==> src/rtl/bart_pkg.sv <==
package bart_pkg;
    localparam logic [2:0] RNG_WIDE   = 3'b100;
    localparam logic [2:0] RNG_MID    = 3'b010;
    localparam logic [2:0] RNG_NARROW = 3'b001;

    typedef struct packed {
        logic [2:0] rng;
        logic [3:0] m;
    } cfg_t;

    function automatic logic rng_code_ok(logic [2:0] code);
        return (code == RNG_WIDE) || (code == RNG_MID) || (code == RNG_NARROW);
    endfunction

    function automatic logic [3:0] rng_floor(logic [2:0] code);
        case (code)
            RNG_MID:    return 4'd2;
            RNG_NARROW: return 4'd4;
            default:    return 4'd0;
        endcase
    endfunction
endpackage

==> src/rtl/bart_cfg.sv <==
module bart_cfg
    import bart_pkg::*;
#(
    parameter int M_MAX = 7
) (
    input  logic        clk,
    input  logic        rst_n,
    input  logic        we,
    input  logic [15:0] wdata,
    output logic [2:0]  rng,
    output logic [3:0]  m,
    output logic [15:0] rdata
);
    localparam logic [3:0] M_TOP = 4'(M_MAX);

    cfg_t       cfg_d, cfg_q;
    logic [2:0] rng_new;
    logic [3:0] m_req;
    logic       unused_wbits;

    assign unused_wbits = ^{wdata[15:11], wdata[7:4]};

    always_comb begin
        cfg_d   = cfg_q;
        rng_new = rng_code_ok(wdata[10:8]) ? wdata[10:8] : cfg_q.rng;
        m_req   = (wdata[3:0] > M_TOP) ? M_TOP : wdata[3:0];
        if (m_req < rng_floor(rng_new)) begin
            m_req = rng_floor(rng_new);
        end
        if (we) begin
            cfg_d.rng = rng_new;
            cfg_d.m   = m_req;
        end
    end

    always_ff @(posedge clk or negedge rst_n) begin
        if (!rst_n) begin
            cfg_q <= '{rng: RNG_WIDE, m: 4'd0};
        end else begin
            cfg_q <= cfg_d;
        end
    end

    assign rng   = cfg_q.rng;
    assign m     = cfg_q.m;
    assign rdata = {5'd0, cfg_q.rng, 4'd0, cfg_q.m};
endmodule

==> src/rtl/bart_dly.sv <==
module bart_dly #(
    parameter int WIDTH = 16,
    parameter int DEPTH = 64,
    localparam int SEL_W = $clog2(DEPTH)
) (
    input  logic                    clk,
    input  logic                    rst_n,
    input  logic                    clr,
    input  logic                    shift,
    input  logic signed [WIDTH-1:0] din,
    input  logic [SEL_W-1:0]        sel,
    output logic signed [WIDTH-1:0] tap
);
    logic signed [WIDTH-1:0] mem_d [DEPTH];
    logic signed [WIDTH-1:0] mem_q [DEPTH];

    always_comb begin
        mem_d = mem_q;
        if (clr) begin
            for (int i = 0; i < DEPTH; i++) mem_d[i] = '0;
        end else if (shift) begin
            mem_d[0] = din;
            for (int i = 1; i < DEPTH; i++) mem_d[i] = mem_q[i-1];
        end
    end

    always_ff @(posedge clk or negedge rst_n) begin
        if (!rst_n) begin
            for (int i = 0; i < DEPTH; i++) mem_q[i] <= '0;
        end else begin
            mem_q <= mem_d;
        end
    end

    assign tap = mem_q[sel];
endmodule

==> src/rtl/bart_filter.sv <==
module bart_filter #(
    parameter int DATA_W = 16,
    parameter int M_MAX  = 7
) (
    input  logic                     clk,
    input  logic                     rst_n,
    input  logic                     in_valid,
    input  logic signed [DATA_W-1:0] in_data,
    input  logic                     cfg_we,
    input  logic [15:0]              cfg_wdata,
    output logic [15:0]              cfg_rdata,
    output logic                     out_valid,
    output logic signed [DATA_W-1:0] out_data
);
    localparam int LG    = M_MAX - 1;
    localparam int LMAX  = 1 << LG;
    localparam int S1_W  = DATA_W + LG;
    localparam int S2_W  = DATA_W + 2 * LG;
    localparam int CNT_W = M_MAX + 1;

    typedef struct packed {
        logic signed [S1_W-1:0]   s1;
        logic signed [S2_W-1:0]   s2;
        logic [CNT_W-1:0]         cnt;
        logic                     ovld;
        logic signed [DATA_W-1:0] odata;
    } st_t;

    st_t st_d, st_q;

    logic [2:0]               rng_cur;
    logic [3:0]               m_cur;
    logic [LG-1:0]            tap_sel;
    logic                     accept;
    logic signed [DATA_W-1:0] x_tap;
    logic signed [S1_W-1:0]   s1_tap;
    logic signed [S1_W-1:0]   s1_new;
    logic signed [S2_W-1:0]   s2_new;
    logic signed [S2_W-1:0]   bias;
    logic signed [S2_W-1:0]   rounded;
    logic signed [S2_W-1:0]   scaled;
    logic [CNT_W-1:0]         cnt_inc;
    logic [CNT_W-1:0]         n_need;
    int                       shamt;
    logic                     unused_sig;

    bart_cfg #(.M_MAX(M_MAX)) cfg_i (
        .clk   (clk),
        .rst_n (rst_n),
        .we    (cfg_we),
        .wdata (cfg_wdata),
        .rng   (rng_cur),
        .m     (m_cur),
        .rdata (cfg_rdata)
    );

    assign accept  = in_valid && !cfg_we;
    assign tap_sel = (m_cur == 4'd0) ? '0 : LG'((1 << (int'(m_cur) - 1)) - 1);

    bart_dly #(.WIDTH(DATA_W), .DEPTH(LMAX)) dly_x_i (
        .clk   (clk),
        .rst_n (rst_n),
        .clr   (cfg_we),
        .shift (accept),
        .din   (in_data),
        .sel   (tap_sel),
        .tap   (x_tap)
    );

    bart_dly #(.WIDTH(S1_W), .DEPTH(LMAX)) dly_s1_i (
        .clk   (clk),
        .rst_n (rst_n),
        .clr   (cfg_we),
        .shift (accept),
        .din   (s1_new),
        .sel   (tap_sel),
        .tap   (s1_tap)
    );

    assign unused_sig = ^{rng_cur, scaled[S2_W-1:DATA_W]};

    always_comb begin
        st_d      = st_q;
        st_d.ovld = 1'b0;
        s1_new  = st_q.s1 + S1_W'(in_data) - S1_W'(x_tap);
        s2_new  = st_q.s2 + S2_W'(s1_new) - S2_W'(s1_tap);
        shamt   = (m_cur == 4'd0) ? 0 : 2 * (int'(m_cur) - 1);
        bias    = $signed((S2_W'(1) << shamt) - S2_W'(1));
        rounded = s2_new + (s2_new[S2_W-1] ? bias : S2_W'(0));
        scaled  = rounded >>> shamt;
        n_need  = CNT_W'(1) << m_cur;
        cnt_inc = (st_q.cnt == '1) ? st_q.cnt : st_q.cnt + CNT_W'(1);
        if (cfg_we) begin
            st_d.s1  = '0;
            st_d.s2  = '0;
            st_d.cnt = '0;
        end else if (in_valid) begin
            st_d.s1    = s1_new;
            st_d.s2    = s2_new;
            st_d.cnt   = cnt_inc;
            st_d.ovld  = (cnt_inc >= n_need);
            st_d.odata = (m_cur == 4'd0) ? in_data : scaled[DATA_W-1:0];
        end
    end

    always_ff @(posedge clk or negedge rst_n) begin
        if (!rst_n) begin
            st_q <= '0;
        end else begin
            st_q <= st_d;
        end
    end

    assign out_valid = st_q.ovld;
    assign out_data  = st_q.odata;
endmodule

==> config.mk <==
export PLATFORM = sky130hd
export DESIGN_NAME = bart_filter
export DESIGN_NICKNAME = d
export VERILOG_FILES = /design/src/rtl/bart_pkg.sv /design/src/rtl/bart_cfg.sv /design/src/rtl/bart_dly.sv /design/src/rtl/bart_filter.sv
export SDC_FILE = /design/constraint.sdc
export NUM_CORES = 2
export LEC_CHECK = 0
export ABC_AREA = 1
export ABC_CLOCK_PERIOD_IN_PS = 19590
export BUFFER_PORTS_ARGS = -buffer_cell sky130_fd_sc_hd__clkbuf_2
export CORE_ASPECT_RATIO = 2
export CORE_MARGIN = 5
export CORE_UTILIZATION = 31
export DETAILED_ROUTE_END_ITERATION = 6
export PLACE_DENSITY = 0.49
export SETUP_SLACK_MARGIN = 0.02
export SLEW_MARGIN = 20
export SYNTH_ARGS = -nofsm -noshare
export SYNTH_HDL_FRONTEND = slang
export SYNTH_SLANG_ARGS = --single-unit
==> constraint.sdc <==
create_clock -name clk -period 19.59 [get_ports clk]
set_input_delay 0.9795 -clock clk [delete_from_list [all_inputs] [get_ports clk]]
set_output_delay 0.9795 -clock clk [all_outputs]
set_load 0.005 [all_outputs]
# Yosys cells after proc, flatten, opt, wreduce, memory -nomap -nowiden

Cells that the tools add are included.

$mul: 0
$lt $le $gt $ge: 4
Reduce and logical (&&, ||, !) cells: 8
Add/subtract/negate cells: 9
Mux-type cells: 22
Bitwise logic cells: 2
Shift-type cells: 4
Divide/modulo/power cells: 0
Equality and inequality tests: 6

Operators by type and width:

| kind                                                | count |
|---|---|
| 2-to-1 mux 1408 bit                                 | 2 |
| 2-to-1 mux 1024 bit                                 | 2 |
| binary-select mux 22 bit (select 6 bit)             | 1 |
| binary-select mux 16 bit (select 6 bit)             | 1 |
| 2-to-1 mux 75 bit                                   | 1 |
| 2-to-1 mux 58 bit                                   | 1 |
| 2-to-1 mux 16 bit                                   | 3 |
| 2-to-1 mux 22 bit                                   | 2 |
| 2-to-1 mux 32 bit                                   | 1 |
| left shift 1 x 32 -> 28 bit (first input constant)  | 1 |
| left shift 1 x 32 -> 6 bit (first input constant)   | 1 |
| >>> shifter 28 x 32 -> 16 bit                       | 1 |
| adder 28 x 22 -> 28 bit                             | 1 |
| adder 28 bit                                        | 1 |
| 2-to-1 mux 28 bit                                   | 1 |
| subtractor 28 x 2 -> 28 bit (second input constant) | 1 |
| subtractor 28 x 22 -> 28 bit                        | 1 |
| adder 22 x 16 -> 22 bit                             | 1 |
| subtractor 22 x 16 -> 22 bit                        | 1 |
| 2-to-1 mux 17 bit                                   | 1 |
| adder 8 x 1 -> 8 bit (second input constant)        | 1 |
| == test 8 bit (second input constant)               | 1 |
| greater-or-equal comparator 8 bit                   | 1 |
| 2-to-1 mux 4 bit                                    | 2 |
| other kinds (21)                                    | 25 |

Bits of input ports: 36
Bits in registers: 2,514
Memories kept: 0
Memory bits (read-only): 0
Latch bits: 0
RAM bits: 0

# Longest topological paths before layout

Depth in word-level cells: 17
Mapped depth: 82
Gate-level depth less buffers: 77

# By module

From an unflattened synthesis, not the netlist that was laid out.

Cells, all modules: 15,275
Area, all modules: 126,769.1 µm²

By module, submodules not included:

| module               | times used | seq. area each (µm²) | cells each | area an instance (µm²) |
|---|---|---|---|---|
| bart_dly at dly_s1_i | 1          | 35,233.8             | 7,844      | 65,058.6 |
| bart_dly at dly_x_i  | 1          | 25,624.6             | 5,706      | 50,414.6 |
| bart_filter          | 1          | 1,876.8              | 1,652      | 10,759.1 |
| bart_cfg             | 1          | 176.4                | 73         | 536.8 |

# Least setup slack after synthesis

No wires, ideal clock.

Kind: register to register
Start point: register cfg_i.cfg_q (netlist bit cfg_i.m[0])
End point: register st_q (netlist bit out_data[8])
Library setup time: 0.117 ns
Stages on the path, launching flop included: 76
Setup slack: 8.580 ns
Path buffers: 8
Clock period less this slack: 11.010 ns
Arrival time: 10.893 ns
Cells stage by stage: dfrtp_1 inv_2 ha_1 nand3_1 nor2_1 nand2_2 clkbuf_1 clkbuf_1 ha_1 nor2_2 clkbuf_1 clkbuf_1 clkbuf_1 clkbuf_1 o21ai_0 a21oi_1 o21ai_0 nand2_1 (+40 left out) a21oi_1 inv_1 a31oi_1 inv_1 a21oi_1 o221a_2 nand3_2 nand3_4 buf_4 nand3_2 nand3_1 nand2_1 nand2_1 nand2_1 a21oi_1 nand2_1 nand2_1 nand2_1

Word-level cells in the longest chain between the ends: 15
Elaborated cells between the ends (all ways): 22
Those cells by class: add/sub (7); shift (3); mux (10); bitwise (1); reduce/logical (1)

Ends and longest elaborated chain:

| what                                                 | line                                 | RTL |
|---|---|---|
| start: declaration                                   | bart_cfg.sv:16                       | `cfg_t cfg_d, cfg_q;` |
| start signal: assignment                             | bart_cfg.sv:38                       | `cfg_q <= '{rng: RNG_WIDE, m: 4'd0};` |
| start signal: assignment                             | bart_cfg.sv:40                       | `cfg_q <= cfg_d;` |
| subtractor 4 x 1 -> 5 bit                            | bart_filter.sv:58, bart_filter.sv:87 |  |
| left shift 1 x 32 -> 6 bit                           | bart_filter.sv:58                    | `assign tap_sel = (m_cur == 4'd0) ? '0 : LG'((1 << (int'(m_cur) - 1)) - 1);` |
| subtractor 6 x 2 -> 6 bit                            | bart_filter.sv:58                    |  |
| 2-to-1 mux 6 bit                                     | bart_filter.sv:58                    |  |
| NOT 6 -> 7 bit (not written as such)                 | bart_dly.sv:35                       | `assign tap = mem_q[sel];` |
| binary-select mux 16 bit (select 6 bit)              | bart_dly.sv:35                       |  |
| 2-to-1 mux 16 bit (not written as such) (2 in a row) | bart_dly.sv:35                       |  |
| subtractor 22 x 16 -> 22 bit                         | bart_filter.sv:85                    | `s1_new = st_q.s1 + S1_W'(in_data) - S1_W'(x_tap);` |
| adder 28 x 22 -> 28 bit                              | bart_filter.sv:86                    | `s2_new = st_q.s2 + S2_W'(s1_new) - S2_W'(s1_tap);` |
| subtractor 28 x 22 -> 28 bit                         | bart_filter.sv:86                    |  |
| 2-to-1 mux 28 bit                                    | bart_filter.sv:89                    | `rounded = s2_new + (s2_new[S2_W-1] ? bias : S2_W'(0));` |
| adder 28 bit                                         | bart_filter.sv:89                    |  |
| >>> shifter 28 x 32 -> 16 bit                        | bart_filter.sv:90                    | `scaled = rounded >>> shamt;` |
| 2-to-1 mux 16 bit *                                  | bart_filter.sv:102                   | `st_d.odata = (m_cur == 4'd0) ? in_data : scaled[DATA_W-1:0];` |
| end signal: assignment                               | bart_filter.sv:110                   | `st_q <= st_d;` |
| end: declaration                                     | bart_filter.sv:29                    | `st_t st_d, st_q;` |

Every way passes the cells marked *; elsewhere a longest branch is shown, timed or not. The select of a mux whose other input is x is not followed.
A chain may end at the register's enable or synchronous reset.

# Final worst setup path

Start point: register cfg_i.cfg_q (netlist bit cfg_i.m[0])
End point: register st_q (netlist bit out_data[11])

The elaborated chain is that of the path after synthesis.

==> summary.md <==
| Metric | Value |
|---|---|
| Worst hold path type | input port to asynchronous set/reset pin |
| Post-CTS sizing | 0 |
| CP bufs+invs | 8 |
| Synth Register Bits | 2514 |
| Post-Syn Instances | 13.52k |
| PortBufs | 50 |
| Main synth FF type | dfrtp_1 |
| Most frequent cell on the critical path | nand2_1 |
| CP Data Arrival Time | 15.61 ns |
| H-tree depth | 4 |
| Max_cap viols | 0 |
| FFs w/ async S/R, synth | 100.0% |
| EDFF count, synth | 0 |
| Critical path's largest stage delay | 0.70 ns |
| Worst skew pair latency | 0.96 ns |
| Clock Sink Count | 2514 |
| Final WL | 326800 um |
| Worst setup SP type | register |
| Top cells by count, synth | 2641 x inv_1, 2617 x o22ai_1, 2513 x dfrtp_1, 1490 x o21ai_0, 983 x clkbuf_1 |
| Yosys Warn Count | 0 |
| Multi-input logic area | 0.04108 sq mm |
| CP max FO | 59 |
| Slew margin rel. | 24.22% |
| Largest area contributor in the netlist | dfrtp_1 |
| Routed WL per cell | 18.08 um |
| Max Slew Vio Count | 0 |
| Status | finished, final reports clean |
| Cts bufs inserted | 249 |
| Endpoints failing hold | 0 |
| Register area share after synthesis | 53.17% |
| Post-synth top area share | 53.15% |
| Final Critical Period | 14.81 ns |
| Yosys cell types | 54 |
| Worst clock skew | 0.1290 ns |
| Area growth syn-to-layout | 10.42% |
| RSZ-0062 raised after global routing | no |
| Post-CTS Setup Inserts | 0 |
| Fmax | 67.51 MHz |
| Vias in the first global route | 92.51k |
| Share of cells above drive strength 1 | 5.275% |
| Routed Antenna Nets | 0 |
| Core ar. | 0.3812 sq mm |
| CTS Hold Bufs | 0 |
| Clock transition at the registers of the reported paths | 0.07 ns |
| Remaining DRCs | 0 |
| Setup violators final | 0 |
| Worst-Margin Slew | 1.137 ns |
| First-iteration detailed-routing DRC count | 6702 |
| Via Count | 93.48k |
| GPL Wtd Cong | 0.8278 |
| Critical Path Sink Type | register |
| Register area | 0.06291 sq mm |
| Clock Tree Buf Depth | 4 |
| Mean post-synth cell area | 8.752 sq um |
| Die Area | 0.3949 sq mm |
| FP Rows | 321 |
| # nets final | 13.05k |
| Initial antenna violation count | 11 |
| Hpwl dp | 183700 um |
| Netlist Area Pre-Place | 0.1183 sq mm |
| Pre-Repair DR Iteration Count | 7 |
| All-Layer GR Usage | 16.12% |
| Grt ovf | 0 |
| Top post-synthesis cells by area | dfrtp_1 53%, o22ai_1 14%, inv_1 8.4% |
| Sum of negative setup slack | 0 ns |
| Global-route wire length before repair | 524200 um |
| Worst path slowest cell | buf_4 |
| Die Ht | 883.7 um |
| I/O Pins | 69 |
| Pin count of the biggest net entering global routing | 221 |
| Path type of the worst setup path | register to register |
| Fill cell count | 39.19k |
| Most frequent cell after synthesis | inv_1 |
| Final worst path period share | 75.61% |
| Initial Utilization | 31.04% |
| Die width | 446.9 um |
| Vias per cell | 5.172 |
| CP required | 20.39 ns |
| CTS Root Cell | clkbuf_16 |
| Worst path top cell family by delay | simple AND/OR/NAND/NOR gates |
| CTS tree | built |
## cells by family after synthesis
logic type	after synthesis	synth area share (%)
AO/OA/AOI/OAI	5357	26.42
buffers and inverters	3793	12.18
flip-flops	2514	53.17
AND/OR/NAND/NOR	1646	5.953
adder cells (fa/ha/maj)	144	1.789
XOR/XNOR	65	0.4811
other	1	0.003169
## area by class of cell
type,instances,share of cell area [%]
Sequential cell,2514,48.15
Clock inverter,82,0.8772
Inverter,2662,7.679
Tap cell,5006,4.794
Multi-Input combinational cell,7221,31.44
Antenna cell,7,0.01341
Clock buffer,365,5.687
Timing Repair Buffer,218,1.356
## sequential cells by signal, indices dropped and copies added (netlist names)
register        cells
cfg_i.m             4
cfg_i.rng           3
dly_s1_i.mem_q   1408
dly_x_i.mem_q    1024
out_data           16
out_valid           1
st_q               58
## worst paths after layout
kind	to	slack, ns	depth (start not counted)	startpoint
setup / recovery	out_data[11]	4.78	61	cfg_i.m[0]
hold / removal	dly_s1_i.mem_q[580]	0.15	1	rst_n
setup reg to reg	out_data[11]	4.78	61	cfg_i.m[0]
hold reg to reg	dly_s1_i.mem_q[1001]	0.46	2	dly_s1_i.mem_q[1023]
max in group asynchronous	dly_x_i.mem_q[347]	14.94	6	rst_n
min in group clk	dly_s1_i.mem_q[1001]	0.46	2	dly_s1_i.mem_q[1023]
## routing by layer
metal  up-vias  global-route usage [%]  wire length [um]
met5         -                       0                13
met4         2                   3.572              7196
met3       392                   1.710             11470
met2      1504                   27.71            157400
met1     46280                   21.93            150700
li1      45300                       -                 -
## metrics by stage
stage	utilization, %	setup slack [ns]	cells	cell area (sq um)	hold slack, ns
3_3_place_gp	32.02	4.653	17620	122100	0.4699
2_1_floorplan	-	8.580	13530	118400	0.4500
5_1_grt	34.28	3.619	18070	130600	0.1760
4_1_cts	34.27	4.646	18070	130600	0.1383
6_report	34.28	4.778	18080	130700	0.1493
3_5_place_dp	32.02	4.655	17620	122100	0.4648
## cell usage in the layout, fill, tap and decap left out, drive strengths merged, types with 18 or more instances in the layout
cell	n
buf	169
a22oi	116
dfrtp	2513
ha	102
o211ai	80
nor3	78
xnor2	20
clkinv	50
o22ai	2617
clkbuf	414
a21oi	827
bufinv	25
o21ai	1495
inv	2663
nand3	408
o221ai	18
fa	42
a31oi	21
a211oi	55
xor2	45
nand2	789
nor2	330
o311ai	66
Power is not shown: default switching activity piles up to over one toggle a cycle in this logic, so the estimate is an artifact.
